**src/rtl/pmu_regs_pkg.sv**
```systemverilog
package pmu_regs_pkg;
  parameter int NUM_PLL = 3;
  parameter int NUM_IRQ = 4;
  parameter int CODE_W  = 6;

  localparam int POR_BIT  = 0;
  localparam int PLL_LSB  = POR_BIT + 1;
  localparam int IRQ_LSB  = PLL_LSB + NUM_PLL;
  localparam int WARM_BIT = IRQ_LSB + NUM_IRQ;
  localparam int EN_LSB   = WARM_BIT + 1;
  localparam int RST_BIT  = EN_LSB + NUM_IRQ;
  localparam int STAT_W   = RST_BIT;
  localparam int DATA_W   = RST_BIT + 1;
  localparam int CTL_W    = CODE_W + 1;

  // strobes issued by the bus decoder to the register datapath
  typedef struct packed {
    logic               clrPor;
    logic [NUM_PLL-1:0] clrPll;
    logic [NUM_IRQ-1:0] clrIrq;
    logic               clrWarm;
    logic               enWr;
    logic [NUM_IRQ-1:0] enVal;
    logic               warmKick;
    logic               ctlWr;
  } strobe_t;
endpackage

```
**src/rtl/pmu_evt_flag.sv**
```systemverilog
// Sticky event flag: set has priority over clear.
module pmu_evt_flag #(
  parameter logic RST_VAL = 1'b0
) (
  input  logic clk,
  input  logic rstN,
  input  logic setEvt,
  input  logic clrReq,
  output logic flagQ
);
  always_ff @(posedge clk or negedge rstN) begin
    if (!rstN)       flagQ <= RST_VAL;
    else if (setEvt) flagQ <= 1'b1;
    else if (clrReq) flagQ <= 1'b0;
  end
endmodule

```
**src/rtl/pmu_ctrl.sv**
```systemverilog
// Bus decode: turns a write into the strobe struct.
module pmu_ctrl
  import pmu_regs_pkg::*;
#(
  parameter int                 ADDR_W    = 2,
  parameter logic [ADDR_W-1:0]  STAT_ADDR = '0,
  parameter logic [ADDR_W-1:0]  CTL_ADDR  = 1,
  parameter logic [CODE_W-1:0]  CODE_MIN  = 6'h1B,
  parameter logic [CODE_W-1:0]  CODE_MAX  = 6'h23
) (
  input  logic              busSel,
  input  logic              busWr,
  input  logic [ADDR_W-1:0] busAddr,
  input  logic [DATA_W-1:0] busWdata,
  output strobe_t           strobe
);
  logic wrHit, statHit, ctlHit, codeOk;
  logic [CODE_W-1:0] newCode;

  always_comb begin
    wrHit   = busSel && busWr;
    statHit = wrHit && (busAddr == STAT_ADDR);
    ctlHit  = wrHit && (busAddr == CTL_ADDR);
    newCode = busWdata[CODE_W-1:0];
    codeOk  = (newCode >= CODE_MIN) && (newCode <= CODE_MAX);

    strobe.clrPor   = statHit && busWdata[POR_BIT];
    strobe.clrPll   = statHit ? busWdata[PLL_LSB +: NUM_PLL] : '0;
    strobe.clrIrq   = statHit ? busWdata[IRQ_LSB +: NUM_IRQ] : '0;
    strobe.clrWarm  = statHit && busWdata[WARM_BIT];
    strobe.enWr     = statHit;
    strobe.enVal    = busWdata[EN_LSB +: NUM_IRQ];
    strobe.warmKick = statHit && busWdata[RST_BIT];
    strobe.ctlWr    = ctlHit && codeOk;
  end
endmodule

```
**src/rtl/pmu_dp.sv**
```systemverilog
// Register datapath: event flags, enables, clock word, read mux.
module pmu_dp
  import pmu_regs_pkg::*;
#(
  parameter int                ADDR_W    = 2,
  parameter logic [ADDR_W-1:0] STAT_ADDR = '0,
  parameter logic [ADDR_W-1:0] CTL_ADDR  = 1,
  parameter logic [CODE_W-1:0] CODE_RST  = 6'h1B
) (
  input  logic               clk,
  input  logic               rstN,
  input  strobe_t            strobe,
  input  logic [CTL_W-1:0]   ctlData,
  input  logic [ADDR_W-1:0]  busAddr,
  input  logic [NUM_PLL-1:0] unlockPulse,
  input  logic [NUM_IRQ-1:0] irqPulse,
  output logic [DATA_W-1:0]  rdata,
  output logic [STAT_W-1:0]  statusQ,
  output logic               irqReq,
  output logic               warmRstReq,
  output logic [CODE_W-1:0]  sysPllCode,
  output logic               vidPllSel
);
  logic               porFlag, warmFlag;
  logic [NUM_PLL-1:0] pllFlag;
  logic [NUM_IRQ-1:0] irqPend;
  logic [NUM_IRQ-1:0] irqEn;

  pmu_evt_flag #(.RST_VAL(1'b1)) u_por (
    .clk(clk), .rstN(rstN), .setEvt(1'b0), .clrReq(strobe.clrPor), .flagQ(porFlag));

  for (genvar g = 0; g < NUM_PLL; g++) begin : g_pll
    pmu_evt_flag #(.RST_VAL(1'b0)) u_flag (
      .clk(clk), .rstN(rstN), .setEvt(unlockPulse[g]),
      .clrReq(strobe.clrPll[g]), .flagQ(pllFlag[g]));
  end

  for (genvar g = 0; g < NUM_IRQ; g++) begin : g_irq
    pmu_evt_flag #(.RST_VAL(1'b0)) u_flag (
      .clk(clk), .rstN(rstN), .setEvt(irqPulse[g]),
      .clrReq(strobe.clrIrq[g]), .flagQ(irqPend[g]));
  end

  pmu_evt_flag #(.RST_VAL(1'b0)) u_warm (
    .clk(clk), .rstN(rstN), .setEvt(strobe.warmKick),
    .clrReq(strobe.clrWarm), .flagQ(warmFlag));

  always_ff @(posedge clk or negedge rstN) begin
    if (!rstN) begin
      irqEn      <= '0;
      warmRstReq <= 1'b0;
      sysPllCode <= CODE_RST;
      vidPllSel  <= 1'b0;
    end else begin
      if (strobe.enWr) irqEn <= strobe.enVal;
      warmRstReq <= strobe.warmKick;
      if (strobe.ctlWr) {vidPllSel, sysPllCode} <= ctlData;
    end
  end

  assign statusQ = {irqEn, warmFlag, irqPend, pllFlag, porFlag};
  assign irqReq  = |(irqPend & irqEn);

  always_comb begin
    rdata = '0;
    if (busAddr == STAT_ADDR)     rdata[STAT_W-1:0] = statusQ;
    else if (busAddr == CTL_ADDR) rdata[CTL_W-1:0]  = {vidPllSel, sysPllCode};
  end
endmodule

```
**src/rtl/pmu_regs.sv**
```systemverilog
// Top: bus decoder plus register datapath.
module pmu_regs
  import pmu_regs_pkg::*;
#(
  parameter int                ADDR_W    = 2,
  parameter logic [ADDR_W-1:0] STAT_ADDR = '0,
  parameter logic [ADDR_W-1:0] CTL_ADDR  = 1,
  parameter logic [CODE_W-1:0] CODE_MIN  = 6'h1B,
  parameter logic [CODE_W-1:0] CODE_MAX  = 6'h23,
  parameter logic [CODE_W-1:0] CODE_RST  = 6'h1B
) (
  input  logic               clk,
  input  logic               rstN,
  input  logic               busSel,
  input  logic               busWr,
  input  logic [ADDR_W-1:0]  busAddr,
  input  logic [DATA_W-1:0]  busWdata,
  output logic [DATA_W-1:0]  busRdata,
  input  logic [NUM_PLL-1:0] unlockPulse,
  input  logic [NUM_IRQ-1:0] irqPulse,
  output logic               irqReq,
  output logic               warmRstReq,
  output logic [CODE_W-1:0]  sysPllCode,
  output logic               vidPllSel
);
  strobe_t             strobe;
  logic [STAT_W-1:0]   statusQ;

  pmu_ctrl #(
    .ADDR_W(ADDR_W), .STAT_ADDR(STAT_ADDR), .CTL_ADDR(CTL_ADDR),
    .CODE_MIN(CODE_MIN), .CODE_MAX(CODE_MAX)
  ) u_ctrl (
    .busSel(busSel), .busWr(busWr), .busAddr(busAddr),
    .busWdata(busWdata), .strobe(strobe));

  pmu_dp #(
    .ADDR_W(ADDR_W), .STAT_ADDR(STAT_ADDR), .CTL_ADDR(CTL_ADDR),
    .CODE_RST(CODE_RST)
  ) u_dp (
    .clk(clk), .rstN(rstN), .strobe(strobe),
    .ctlData(busWdata[CTL_W-1:0]), .busAddr(busAddr),
    .unlockPulse(unlockPulse), .irqPulse(irqPulse),
    .rdata(busRdata), .statusQ(statusQ), .irqReq(irqReq),
    .warmRstReq(warmRstReq), .sysPllCode(sysPllCode), .vidPllSel(vidPllSel));
endmodule

```
**config.mk**
```make
export PLATFORM = sky130hd
export DESIGN_NAME = pmu_regs
export DESIGN_NICKNAME = d
export VERILOG_FILES = /design/src/rtl/pmu_regs_pkg.sv /design/src/rtl/pmu_evt_flag.sv /design/src/rtl/pmu_ctrl.sv /design/src/rtl/pmu_dp.sv /design/src/rtl/pmu_regs.sv
export SDC_FILE = /design/constraint.sdc
export NUM_CORES = 1
export LEC_CHECK = 0
export BUFFER_PORTS_ARGS = -buffer_cell sky130_fd_sc_hd__buf_4
export CAP_MARGIN = 20
export CORE_ASPECT_RATIO = 1.25
export CORE_MARGIN = 4
export CORE_UTILIZATION = 35
export DETAILED_ROUTE_END_ITERATION = 8
export PLACE_DENSITY = 0.7
export SYNTH_ARGS = -nofsm -noshare
export SYNTH_HDL_FRONTEND = slang
export SYNTH_HIERARCHICAL = 1
export SYNTH_SLANG_ARGS = --single-unit
export TNS_END_PERCENT = 5
```
**constraint.sdc**
```tcl
create_clock -name clk -period 0.8 [get_ports clk]
set_input_delay 0.16 -clock clk [delete_from_list [all_inputs] [get_ports clk]]
set_output_delay 0.16 -clock clk [all_outputs]
set_load 0.02 [all_outputs]
```
==> results of run 1 <==
[layout make-up]
type                    instances  area (um^2)
fillers                       274         1270
flip-flops and latches         21          532
well taps                      36         45.0
clock buffers                   4         26.3
multi-input cells              64          531
inverters                       9         33.8
repair buffers                 70          588
[per-stage QoR]
step,util [%],hold slack [ns]
after CTS,57.6,0.0176
final,58.0,0.0330
after floorplan,-,-0.136
after global placement,53.8,0.0524
after detailed placement,53.8,0.0575
after global routing,58.0,0.0156
[path summary, 6_finish.rpt]
kind                                                 from                                     end  slack [ns]  cells past startpoint
max reg2reg                u_dp/sysPllCode[3]$_DFFE_PN1P_          u_dp/sysPllCode[3]$_DFFE_PN1P_       -0.04                      2
max in group asynchronous                            rstN            u_dp/u_por/flagQ$_DFFE_PN1P_        0.25                      2
max                        u_dp/sysPllCode[1]$_DFFE_PN1P_                             busRdata[1]       -0.52                      3
min in group asynchronous                            rstN          u_dp/sysPllCode[5]$_DFFE_PN0P_        0.27                      2
min                                        unlockPulse[0]  u_dp/g_pll[0].u_flag/flagQ$_DFFE_PN0P_        0.03                      2
min reg2reg                 u_dp/u_warm/flagQ$_DFFE_PN0P_           u_dp/u_warm/flagQ$_DFFE_PN0P_        0.49                      1
[flip-flops by register name, indices dropped and copies added (netlist names)]
signal	flops
u_dp/vidPllSel	1
u_dp/g_irq.u_flag/flagQ	4
u_dp/u_por/flagQ	1
u_dp/g_pll.u_flag/flagQ	3
u_dp/warmRstReq	1
u_dp/sysPllCode	6
u_dp/u_warm/flagQ	1
u_dp/irqEn	4
[power breakdown]
group	leakage, nW	internal, W	switching, W
combinational	0.605	0.000586	0.000406
clock	0.0150	0.000194	0.000298
sequential	0.228	0.00121	0.0000892
[worst reg2reg max path: stages (launching register included)]
cell and delay (ns):
sky130_fd_sc_hd__dfstp_2 0.56, sky130_fd_sc_hd__buf_4 0.11, sky130_fd_sc_hd__mux2_4 0.13
[cells in the final DEF (no fill, tap or decap), types with 2 or more instances in the layout]
master and count:
sky130_fd_sc_hd__dfrtp_1 16, sky130_fd_sc_hd__clkbuf_4 3, sky130_fd_sc_hd__and2_4 6, sky130_fd_sc_hd__conb_1 2, sky130_fd_sc_hd__and2_1 9, sky130_fd_sc_hd__a21o_1 9
sky130_fd_sc_hd__dfstp_2 5, sky130_fd_sc_hd__mux2i_1 7, sky130_fd_sc_hd__mux2_2 4, sky130_fd_sc_hd__inv_1 9, sky130_fd_sc_hd__mux2_4 7, sky130_fd_sc_hd__buf_4 53
sky130_fd_sc_hd__nand2_1 2, sky130_fd_sc_hd__buf_6 16, sky130_fd_sc_hd__nor2_1 8
[layer usage]
layer	up-vias	track usage, %	share of wire [%]
met4	0	6.05	1.5
met1	444	14.2	35
met2	20	26.0	60
met3	2	1.62	3.5
li1	457	-	-
met5	-	0	0
[repair_timing]
item | CTS | global route
gates cloned | 0 | 0
hold endpoints to repair | 21 | 0
buffers inserted | 0 | 0
resized for setup | 23 | 2
hold buffers | 1 | 0
pin swaps | 4 | 1
endpoints found under the setup margin | 39 | 41
==> flow_results.xml, run 1 <==
<?xml version="1.0" encoding="UTF-8"?>
<metrics>
  <group name="cells_and_area">
    <metric name="diodes" unit="">0</metric>
    <metric name="drive_above_1_share" unit="%">58.3</metric>
    <metric name="design.final.nets" unit="">196</metric>
    <metric name="cell_area_after_layout" unit="mm^2">0.00176</metric>
    <metric name="instances_no_fill" unit="">204</metric>
    <metric name="area.growth.synth_to_final" unit="%">54.2</metric>
  </group>
  <group name="worst_setup_path">
    <metric name="critical_setup_path_class" unit="">register to output pin</metric>
    <metric name="critical_path.max_stage_delay" unit="ns">0.55</metric>
    <metric name="cell_breakdown_of_the_critical_path" unit="">mux2i_1 &gt; nor2_1 &gt; buf_4</metric>
    <metric name="timing.critical_path.buf_inv" unit="">1</metric>
    <metric name="timing.critical_path.from_type" unit="">register</metric>
    <metric name="timing.critical_path.slowest_stage_cell" unit="">sky130_fd_sc_hd__dfstp_2</metric>
    <metric name="cpLargestDelayFamily" unit="">flip-flops</metric>
    <metric name="cp.required" unit="ns">0.64</metric>
    <metric name="kind_of_capture_point_of_the_worst_setup_path" unit="">output pin</metric>
    <metric name="cp_max_fo" unit="">2</metric>
    <metric name="timing.critical_path.arrival" unit="ns">1.16</metric>
  </group>
  <group name="timing">
    <metric name="slew_violations" unit="">0</metric>
    <metric name="final_period_minus_worst_setup_slack" unit="ns">1.32</metric>
    <metric name="timing.setup.tns" unit="ns">-11.81</metric>
    <metric name="post-route-worst-setup-slack" unit="ns">-0.517</metric>
    <metric name="grt_setup_unrepaired" unit="">yes</metric>
    <metric name="final_min_period_over_clock_period" unit="%">165</metric>
    <metric name="final.setup_skew" unit="ns">0</metric>
    <metric name="hold_viol" unit="">0</metric>
    <metric name="setup_viol" unit="">29</metric>
    <metric name="fmax" unit="MHz">759</metric>
  </group>
  <group name="clocking">
    <metric name="cts_num_sinks" unit="">21</metric>
    <metric name="clk_latency" unit="ns">0.29</metric>
    <metric name="cts_inserted_buffers" unit="">3</metric>
    <metric name="cts_tree" unit="">done</metric>
    <metric name="clock_path_buffers" unit="">2</metric>
    <metric name="clock_tree.htree_level_count" unit="">1</metric>
    <metric name="buffer_cell_driving_the_clock_tree_root" unit="">sky130_fd_sc_hd__clkbuf_4</metric>
    <metric name="clk_transition_reported_paths" unit="ns">0.11</metric>
  </group>
  <group name="floorplanning">
    <metric name="dieArea" unit="mm^2">0.00424</metric>
    <metric name="die_w" unit="um">59.0</metric>
    <metric name="floorplan.die.height" unit="um">71.8</metric>
    <metric name="standard_cell_rows" unit="">22</metric>
    <metric name="boundaryPins" unit="">50</metric>
    <metric name="placeableCoreArea" unit="mm^2">0.00303</metric>
    <metric name="initial_core_utilization" unit="%">37.6</metric>
  </group>
  <group name="global_route">
    <metric name="grt.total_usage" unit="%">13.6</metric>
    <metric name="number_of_global_route_vias_before_repair" unit="">982</metric>
    <metric name="grt_antenna_before_repair" unit="">0</metric>
    <metric name="grt_first_pass_wirelength" unit="um">4360</metric>
    <metric name="pin_count_of_the_biggest_net_entering_global_routing" unit="">22</metric>
    <metric name="overflow" unit="">0</metric>
  </group>
  <group name="placement">
    <metric name="gp_congestion" unit="">0.762</metric>
    <metric name="place_worst_setup_slack" unit="ns">-0.817</metric>
    <metric name="place.detailed.hpwl" unit="um">2140</metric>
    <metric name="buffer_ports.inserted" unit="">48</metric>
    <metric name="placed_cells_incl_taps" unit="">199</metric>
    <metric name="postPlaceCellArea" unit="mm^2">0.00163</metric>
  </group>
  <group name="route">
    <metric name="vias" unit="">923</metric>
    <metric name="wl_per_cell" unit="um">13.2</metric>
    <metric name="postRouteAntennaNets" unit="">0</metric>
    <metric name="dr.first_iter.drc_count" unit="">13</metric>
    <metric name="avgViaCountPerCell" unit="">4.52</metric>
    <metric name="detailedRoute.firstPassIterationCount" unit="">4</metric>
    <metric name="wl" unit="um">2700</metric>
    <metric name="route.detailed.drc" unit="">0</metric>
  </group>
  <group name="pwr">
    <metric name="power_density" unit="mW/mm^2">1580</metric>
    <metric name="total_power" unit="W">0.00278</metric>
    <metric name="p_leak" unit="nW">0.848</metric>
    <metric name="worst_ir_drop_vdd" unit="V">0.00101</metric>
  </group>
  <group name="yosys">
    <metric name="synth_warnings" unit="">6</metric>
    <metric name="post_synth_instance_area" unit="mm^2">0.00114</metric>
    <metric name="avgSynthCellArea" unit="um^2">11.1</metric>
    <metric name="post_synth_inst_count" unit="">103</metric>
  </group>
  <group name="outcome">
    <metric name="failing_checks" unit="">negative setup slack</metric>
    <metric name="run_status" unit="">complete, but fails checks</metric>
  </group>
  <group name="run">
    <metric name="cap_viol_max_count" unit="">0</metric>
  </group>
  <group name="worst_hold_path">
    <metric name="hp-class" unit="">input pin to register</metric>
  </group>
</metrics>
Power figures use the tool's default switching activity.
==> inputs of run 2 (changes only) <==
--- a/config.mk
+++ b/config.mk
@@ -5,15 +5,15 @@
 export SDC_FILE = /design/constraint.sdc
 export NUM_CORES = 1
 export LEC_CHECK = 0
+export ABC_CLOCK_PERIOD_IN_PS = 800
 export BUFFER_PORTS_ARGS = -buffer_cell sky130_fd_sc_hd__buf_4
 export CAP_MARGIN = 20
 export CORE_ASPECT_RATIO = 1.25
 export CORE_MARGIN = 4
 export CORE_UTILIZATION = 35
 export DETAILED_ROUTE_END_ITERATION = 8
-export PLACE_DENSITY = 0.7
+export PLACE_DENSITY = 0.71
 export SYNTH_ARGS = -nofsm -noshare
 export SYNTH_HDL_FRONTEND = slang
-export SYNTH_HIERARCHICAL = 1
 export SYNTH_SLANG_ARGS = --single-unit
 export TNS_END_PERCENT = 5
==> run 2 against run 1 <==
The run still ends with negative setup slack left. Die area is 4.4% lower. Hold slack worse by 0.0078 ns. Synthesized cell count is 2.9% lower. Global-route usage is 2.2 points higher. Critical path depth stayed put. Sequential cell count stayed put. Final area is 1.0% lower.
==> flow_results.xml, run 2 <==
<?xml version="1.0" encoding="UTF-8"?>
<metrics>
  <group name="outcome">
    <metric name="run_status" unit="">complete, but fails checks</metric>
    <metric name="failing_checks" unit="">negative setup slack</metric>
  </group>
  <group name="cells_and_area">
    <metric name="final_core_utilization" unit="%">59.0</metric>
    <metric name="layout.cells.most_common" unit="">sky130_fd_sc_hd__buf_4</metric>
    <metric name="reg.largest.list" unit="">u_dp.sysPllCode: 6 flops, u_dp.g_irq.u_flag.flagQ: 4 flops, u_dp.irqEn: 4 flops</metric>
    <metric name="area.growth.synth_to_final" unit="%">60.6</metric>
    <metric name="registers.top_by_ff_count" unit="">u_dp.sysPllCode</metric>
    <metric name="design.final.nets" unit="">194</metric>
    <metric name="drive_above_1_share" unit="%">56.6</metric>
    <metric name="instances_no_fill" unit="">202</metric>
    <metric name="largest_reg_flops" unit="">6</metric>
    <metric name="diodes" unit="">0</metric>
    <metric name="leading_cell_types_in_the_layout_fill_and_taps_excluded" unit="">43 x sky130_fd_sc_hd__buf_4, 21 x sky130_fd_sc_hd__buf_6, 16 x sky130_fd_sc_hd__dfrtp_1</metric>
    <metric name="cell_area_after_layout" unit="mm^2">0.00174</metric>
  </group>
  <group name="route">
    <metric name="route.detailed.drc" unit="">0</metric>
    <metric name="avgViaCountPerCell" unit="">4.83</metric>
    <metric name="detailedRoute.firstPassIterationCount" unit="">3</metric>
    <metric name="vias" unit="">975</metric>
    <metric name="wl_per_cell" unit="um">14.7</metric>
    <metric name="postRouteAntennaNets" unit="">0</metric>
    <metric name="dr.first_iter.drc_count" unit="">14</metric>
    <metric name="wl" unit="um">2970</metric>
  </group>
  <group name="timing">
    <metric name="hold-worst-slack" unit="ns">0.0252</metric>
    <metric name="post-route-worst-setup-slack" unit="ns">-0.550</metric>
    <metric name="final.setup_skew" unit="ns">0</metric>
    <metric name="setup_viol" unit="">29</metric>
    <metric name="slew_violations" unit="">0</metric>
    <metric name="final_period_minus_worst_setup_slack" unit="ns">1.35</metric>
    <metric name="timing.setup.tns" unit="ns">-9.15</metric>
    <metric name="fmax" unit="MHz">741</metric>
    <metric name="hold_viol" unit="">0</metric>
    <metric name="final_min_period_over_clock_period" unit="%">169</metric>
    <metric name="grt_setup_unrepaired" unit="">yes</metric>
  </group>
  <group name="run">
    <metric name="cap_viol_max_count" unit="">0</metric>
  </group>
  <group name="yosys">
    <metric name="ys_types" unit="">28</metric>
    <metric name="post_synth_inst_count" unit="">100</metric>
    <metric name="syn-num-nets" unit="">127</metric>
    <metric name="post_synth_instance_area" unit="mm^2">0.00108</metric>
    <metric name="avgSynthCellArea" unit="um^2">10.8</metric>
    <metric name="synth_most_common_cell" unit="">sky130_fd_sc_hd__dfrtp_1</metric>
    <metric name="synth_commonest_cells" unit="">16 x sky130_fd_sc_hd__dfrtp_1, 15 x sky130_fd_sc_hd__nand2_1, 8 x sky130_fd_sc_hd__a21o_1, 8 x sky130_fd_sc_hd__and2_1</metric>
    <metric name="ff_latch_count_synth" unit="">21</metric>
    <metric name="synth_warnings" unit="">0</metric>
    <metric name="netlist.area_leader.share" unit="%">37.0</metric>
    <metric name="synth_largest_area_cell" unit="">sky130_fd_sc_hd__dfrtp_1</metric>
    <metric name="postSynth.asyncResetShare" unit="%">100</metric>
    <metric name="synth.yosys.seq_area_share" unit="%">49.1</metric>
    <metric name="dominantRegCellSynth" unit="">sky130_fd_sc_hd__dfrtp_1</metric>
    <metric name="synth_area_leaders" unit="">sky130_fd_sc_hd__dfrtp_1 37%, sky130_fd_sc_hd__dfstp_2 12%, sky130_fd_sc_hd__mux2i_1 6.5%</metric>
    <metric name="synth_enable_flop_cells" unit="">0</metric>
  </group>
  <group name="pwr">
    <metric name="worst_ir_drop_vdd" unit="V">0.00114</metric>
    <metric name="p_leak" unit="nW">0.828</metric>
    <metric name="power_density" unit="mW/mm^2">1560</metric>
  </group>
  <group name="worst_setup_path">
    <metric name="critical_path.startpoint" unit="">u_dp.sysPllCode[1]$_DFFE_PN1P_</metric>
    <metric name="timing.critical_path.arrival" unit="ns">1.19</metric>
    <metric name="cp.required" unit="ns">0.64</metric>
    <metric name="kind_of_capture_point_of_the_worst_setup_path" unit="">output pin</metric>
    <metric name="timing.critical_path.from_type" unit="">register</metric>
    <metric name="cp_max_fo" unit="">2</metric>
    <metric name="r2r-start" unit="">u_dp.sysPllCode[3]$_DFFE_PN1P_</metric>
    <metric name="r2r.worst_path.cells" unit="">4</metric>
    <metric name="critical_setup_path_class" unit="">register to output pin</metric>
  </group>
  <group name="floorplanning">
    <metric name="initial_core_utilization" unit="%">36.7</metric>
    <metric name="floorplan.die.height" unit="um">70.2</metric>
    <metric name="dieArea" unit="mm^2">0.00405</metric>
    <metric name="die_w" unit="um">57.7</metric>
    <metric name="boundaryPins" unit="">50</metric>
    <metric name="placeableCoreArea" unit="mm^2">0.00295</metric>
    <metric name="standard_cell_rows" unit="">22</metric>
  </group>
  <group name="placement">
    <metric name="buffer_ports.inserted" unit="">48</metric>
    <metric name="postPlaceCellArea" unit="mm^2">0.00157</metric>
    <metric name="place.detailed.hpwl" unit="um">2320</metric>
    <metric name="placed_cells_incl_taps" unit="">195</metric>
    <metric name="gp_congestion" unit="">0.838</metric>
  </group>
  <group name="worst_hold_path">
    <metric name="holdPathStages" unit="">2</metric>
    <metric name="timing.hold.worst.start" unit="">unlockPulse[1]</metric>
    <metric name="hp-class" unit="">input pin to register</metric>
  </group>
  <group name="global_route">
    <metric name="number_of_global_route_vias_before_repair" unit="">1157</metric>
    <metric name="grt_first_pass_wirelength" unit="um">5150</metric>
    <metric name="overflow" unit="">0</metric>
    <metric name="grt.total_usage" unit="%">15.8</metric>
    <metric name="pin_count_of_the_biggest_net_entering_global_routing" unit="">22</metric>
    <metric name="grt_antenna_before_repair" unit="">0</metric>
  </group>
  <group name="clocking">
    <metric name="clk_latency" unit="ns">0.30</metric>
    <metric name="clk_transition_reported_paths" unit="ns">0.12</metric>
    <metric name="cts_inserted_buffers" unit="">3</metric>
    <metric name="clock_tree.htree_level_count" unit="">1</metric>
    <metric name="cts_num_sinks" unit="">21</metric>
    <metric name="buffer_cell_driving_the_clock_tree_root" unit="">sky130_fd_sc_hd__clkbuf_4</metric>
    <metric name="clock_path_buffers" unit="">2</metric>
    <metric name="cts_tree" unit="">done</metric>
  </group>
</metrics>
==> run 2: cell count changes in the layout (fill, tap and decap cells not counted), moves of 2 or more <==
| cell | change |
|---|---|
| sky130_fd_sc_hd__buf_4 | -10 |
| sky130_fd_sc_hd__buf_6 | +5 |
| sky130_fd_sc_hd__inv_1 | -7 |
| sky130_fd_sc_hd__nand2_1 | +13 |
| sky130_fd_sc_hd__o21ai_2 | +2 |
| sky130_fd_sc_hd__and2_1 | -8 |
| sky130_fd_sc_hd__mux2_4 | -6 |
| sky130_fd_sc_hd__o21ai_1 | +2 |
==> run 2: final timing paths <==
check,to,slack (ns)
worst max-delay path,busRdata[1],-0.55
worst min-delay path,u_dp.g_pll[1].u_flag.flagQ$_DFFE_PN0P_,0.03
worst max register to register,u_dp.sysPllCode[3]$_DFFE_PN1P_,-0.08
worst min register to register,u_dp.u_por.flagQ$_DFFE_PN1P_,0.50
max in group asynchronous,u_dp.sysPllCode[3]$_DFFE_PN1P_,0.25
min in group asynchronous,u_dp.irqEn[1]$_DFFE_PN0N_,0.27
==> run 2: final cells by class <==
class	instances	area, um^2
Timing Repair Buffer	67	599
Multi-Input combinational cell	72	528
Sequential cell	21	532
Fill cell	261	1210
Clock buffer	4	26.3
Tap cell	36	45.0
Inverter	2	7.51
==> run 2: cell families (layout without fill, tap and decap cells) <==
logic type      count (synthesis)  count (layout)  share of synthesized area [%]
flops                          21              21                           49.1
mux                            14              14                           14.1
compound gates                 21              21                           12.9
buf+inv                         7              73                           5.55
other cells                     1               1                          0.346
simple gates                   36              36                           17.9
==> run 2: routing by layer <==
layer,wire length [um],up-vias,GRT usage [%],part of all wire (%)
met4,0,0,2.84,0
li1,-,475,-,-
met2,1520,35,27.9,51
met1,1150,465,18.2,39
met5,0,-,0,0
met3,291,0,5.55,9.8
==> run 2: where the power goes <==
part	internal [W]	leakage [nW]	switching [W]
logic	0.000528	0.593	0.000394
clock network	0.000194	0.0150	0.000328
registers	0.00119	0.219	0.0000803
==> run 2: critical path, stage by stage (launching register included) <==
cell and delay, ns:
sky130_fd_sc_hd__dfstp_2 0.57, sky130_fd_sc_hd__mux2i_1 0.07, sky130_fd_sc_hd__nor2_1 0.10, sky130_fd_sc_hd__buf_4 0.15
==> run 2: per-stage QoR <==
stage | setup WS [ns] | power, W
5_1_grt | -0.625 | 0.00288
2_1_floorplan | -0.412 | 0.00165
6_report | -0.550 | 0.00272
3_3_place_gp | -0.417 | 0.00205
4_1_cts | -0.563 | 0.00273
3_5_place_dp | -0.450 | 0.00208
==> run 2: what timing repair did <==
item,4_1_cts,5_1_grt
setup endpoints to repair,38,36
endpoints found under the hold margin,22,0
setup buffers,0,1
hold buffers,2,0
gates resized for setup,32,3
pin swaps,5,2
==> inputs of run 3 (changes only) <==
--- a/config.mk
+++ b/config.mk
@@ -10,9 +10,9 @@
 export CAP_MARGIN = 20
 export CORE_ASPECT_RATIO = 1.25
 export CORE_MARGIN = 4
-export CORE_UTILIZATION = 35
+export CORE_UTILIZATION = 41
 export DETAILED_ROUTE_END_ITERATION = 8
-export PLACE_DENSITY = 0.71
+export PLACE_DENSITY = 0.8
 export SYNTH_ARGS = -nofsm -noshare
 export SYNTH_HDL_FRONTEND = slang
 export SYNTH_SLANG_ARGS = --single-unit
==> run 3 against run 2 <==
The flow still finishes with violations (negative setup slack). Clock power fell by 4.2%. Clock skew did not move. Die area fell by 13%. Sequential share of layout area fell by 0.81 points. First-iteration DRC count fell by 14%. Wire length fell by 0.71%. Critical path depth did not move. Register-to-register slack improved by 0.03 ns. Worst setup slack improved by 0.0050 ns. Core utilization rose by 13 points. Critical path type unchanged. Largest cell class unchanged.
==> flow_results.xml, run 3 (synthesis results as in run 2) <==
<?xml version="1.0" encoding="UTF-8"?>
<metrics>
  <group name="worst_setup_path">
    <metric name="cp_max_fo" unit="">2</metric>
    <metric name="timing.critical_path.from_type" unit="">register</metric>
    <metric name="critical_setup_path_class" unit="">register to output pin</metric>
    <metric name="r2r-start" unit="">u_dp.sysPllCode[1]$_DFFE_PN1P_</metric>
    <metric name="kind_of_capture_point_of_the_worst_setup_path" unit="">output pin</metric>
    <metric name="timing.critical_path.arrival" unit="ns">1.19</metric>
    <metric name="critical_path.startpoint" unit="">u_dp.sysPllCode[1]$_DFFE_PN1P_</metric>
    <metric name="cp.required" unit="ns">0.64</metric>
  </group>
  <group name="route">
    <metric name="vias" unit="">993</metric>
    <metric name="detailedRoute.firstPassIterationCount" unit="">4</metric>
    <metric name="postRouteAntennaNets" unit="">0</metric>
    <metric name="route.detailed.drc" unit="">0</metric>
    <metric name="wl_per_cell" unit="um">14.4</metric>
    <metric name="dr.first_iter.drc_count" unit="">12</metric>
    <metric name="avgViaCountPerCell" unit="">4.84</metric>
    <metric name="wl" unit="um">2950</metric>
  </group>
  <group name="timing">
    <metric name="setup_viol" unit="">31</metric>
    <metric name="final.setup_skew" unit="ns">0</metric>
    <metric name="hold-worst-slack" unit="ns">0.0191</metric>
    <metric name="slew_violations" unit="">0</metric>
    <metric name="hold_viol" unit="">0</metric>
    <metric name="grt_setup_unrepaired" unit="">yes</metric>
    <metric name="final_min_period_over_clock_period" unit="%">168</metric>
    <metric name="post-route-worst-setup-slack" unit="ns">-0.545</metric>
    <metric name="final_period_minus_worst_setup_slack" unit="ns">1.35</metric>
    <metric name="fmax" unit="MHz">743</metric>
  </group>
  <group name="cells_and_area">
    <metric name="instances_no_fill" unit="">205</metric>
    <metric name="layout.cells.most_common" unit="">sky130_fd_sc_hd__buf_4</metric>
    <metric name="largest_reg_flops" unit="">6</metric>
    <metric name="final_core_utilization" unit="%">72.1</metric>
    <metric name="diodes" unit="">0</metric>
    <metric name="design.final.nets" unit="">200</metric>
    <metric name="registers.top_by_ff_count" unit="">u_dp.sysPllCode</metric>
    <metric name="leading_cell_types_in_the_layout_fill_and_taps_excluded" unit="">50 x sky130_fd_sc_hd__buf_4, 21 x sky130_fd_sc_hd__buf_6, 16 x sky130_fd_sc_hd__dfrtp_1</metric>
    <metric name="area.growth.synth_to_final" unit="%">65.0</metric>
    <metric name="cell_area_after_layout" unit="mm^2">0.00179</metric>
    <metric name="reg.largest.list" unit="">u_dp.sysPllCode: 6 flops, u_dp.g_irq.u_flag.flagQ: 4 flops, u_dp.irqEn: 4 flops</metric>
    <metric name="fillCellCount" unit="">166</metric>
    <metric name="drive_above_1_share" unit="%">61.0</metric>
  </group>
  <group name="worst_hold_path">
    <metric name="hp-class" unit="">input pin to register</metric>
    <metric name="timing.hold.worst.start" unit="">irqPulse[2]</metric>
  </group>
  <group name="pwr">
    <metric name="power_density" unit="mW/mm^2">1530</metric>
    <metric name="net-switching-power" unit="W">0.000802</metric>
    <metric name="seq_power_share" unit="%">46.9</metric>
    <metric name="p_leak" unit="nW">0.857</metric>
    <metric name="switching_share" unit="%">29.4</metric>
    <metric name="power.clock.fraction" unit="%">18.4</metric>
    <metric name="worst_ir_drop_vdd" unit="V">0.00127</metric>
    <metric name="share_comb_of_total_power" unit="%">34.7</metric>
    <metric name="cell_internal_pwr" unit="W">0.00192</metric>
  </group>
  <group name="clocking">
    <metric name="clk_latency" unit="ns">0.29</metric>
    <metric name="cts_tree" unit="">done</metric>
    <metric name="buffer_cell_driving_the_clock_tree_root" unit="">sky130_fd_sc_hd__clkbuf_4</metric>
    <metric name="clock_path_buffers" unit="">2</metric>
    <metric name="clk_transition_reported_paths" unit="ns">0.12</metric>
    <metric name="clock_tree.htree_level_count" unit="">1</metric>
    <metric name="cts_inserted_buffers" unit="">3</metric>
    <metric name="post-cts-setup-buffers" unit="">0</metric>
    <metric name="cts_num_sinks" unit="">21</metric>
  </group>
  <group name="global_route">
    <metric name="number_of_global_route_vias_before_repair" unit="">1046</metric>
    <metric name="grt_first_pass_wirelength" unit="um">4630</metric>
    <metric name="grt_antenna_before_repair" unit="">0</metric>
    <metric name="grt.total_usage" unit="%">18.4</metric>
    <metric name="overflow" unit="">0</metric>
    <metric name="pin_count_of_the_biggest_net_entering_global_routing" unit="">22</metric>
  </group>
  <group name="placement">
    <metric name="place.detailed.hpwl" unit="um">2280</metric>
    <metric name="placed_cells_incl_taps" unit="">200</metric>
    <metric name="gp_congestion" unit="">0.881</metric>
    <metric name="buffer_ports.inserted" unit="">48</metric>
    <metric name="postPlaceCellArea" unit="mm^2">0.00162</metric>
  </group>
  <group name="floorplanning">
    <metric name="initial_core_utilization" unit="%">43.7</metric>
    <metric name="boundaryPins" unit="">50</metric>
    <metric name="dieArea" unit="mm^2">0.00353</metric>
    <metric name="standard_cell_rows" unit="">20</metric>
    <metric name="die_w" unit="um">54.0</metric>
    <metric name="placeableCoreArea" unit="mm^2">0.00248</metric>
    <metric name="floorplan.die.height" unit="um">65.4</metric>
  </group>
  <group name="run">
    <metric name="cap_viol_max_count" unit="">0</metric>
  </group>
  <group name="outcome">
    <metric name="run_status" unit="">complete, but fails checks</metric>
    <metric name="failing_checks" unit="">negative setup slack</metric>
  </group>
</metrics>
## run 3: final timing paths
check	endpoint	slack (ns)	depth (start not counted)
hold / removal	u_dp.g_irq[2].u_flag.flagQ$_DFFE_PN0P_	0.02	2
min in group asynchronous	u_dp.g_irq[1].u_flag.flagQ$_DFFE_PN0P_	0.25	2
setup reg to reg	u_dp.sysPllCode[1]$_DFFE_PN1P_	-0.05	2
max in group asynchronous	u_dp.sysPllCode[4]$_DFFE_PN1P_	0.27	2
setup / recovery	busRdata[1]	-0.55	3
hold reg to reg	u_dp.g_pll[1].u_flag.flagQ$_DFFE_PN0P_	0.49	1
## run 3: timing repair
| action | 4_1_cts | 5_1_grt |
|---|---|---|
| cloned | 0 | 0 |
| hold buffers | 1 | 0 |
| pin swaps | 7 | 3 |
| setup endpoints to repair | 40 | 37 |
| gates resized for setup | 35 | 2 |
| hold endpoints to repair | 21 | 0 |
## run 3: worst max-delay path: stages, from the launching register on
cell,delay [ns]
sky130_fd_sc_hd__dfstp_2,0.56
sky130_fd_sc_hd__mux2i_1,0.07
sky130_fd_sc_hd__nor2_1,0.10
sky130_fd_sc_hd__buf_4,0.15
## run 3: per-layer routing
metal  track usage [%]  vias up  part of all wire, %
li1                  -      490                    -
met1              20.3      476                   39
met2              32.4       23                   55
met3              2.49        4                  3.9
met4              10.5        0                  1.6
met5                 0        -                    0
## run 3: per-stage QoR
stage | power, W | worst slack [ns] | setup TNS, ns
6_report | 0.00273 | -0.545 | -8.98
3_3_place_gp | 0.00207 | -0.381 | -8.94
5_1_grt | 0.00288 | -0.628 | -10.59
2_1_floorplan | 0.00165 | -0.412 | -7.90
3_5_place_dp | 0.00210 | -0.405 | -9.76
4_1_cts | 0.00274 | -0.564 | -9.23
## run 3: area by class of cell
type	instances	area [um^2]	share of cell area (%)
inverters	2	7.51	0.420
well taps	33	41.3	2.31
repair buffers	73	642	35.9
flip-flops and latches	21	532	29.8
clock buffers	3	22.5	1.26
clock inverters	1	5.00	0.280
multi-input cells	72	536	30.0
## run 3: power groups by stage
stage / combinational (W) / sequential, W / clock (W)
after detailed placement: 0.000819 / 0.00128 / 0
final: 0.000945 / 0.00128 / 0.000501
after floorplan: 0.000323 / 0.00133 / 0
after global routing: 0.00101 / 0.00129 / 0.000580
after global placement: 0.000798 / 0.00127 / 0
after CTS: 0.000943 / 0.00128 / 0.000518
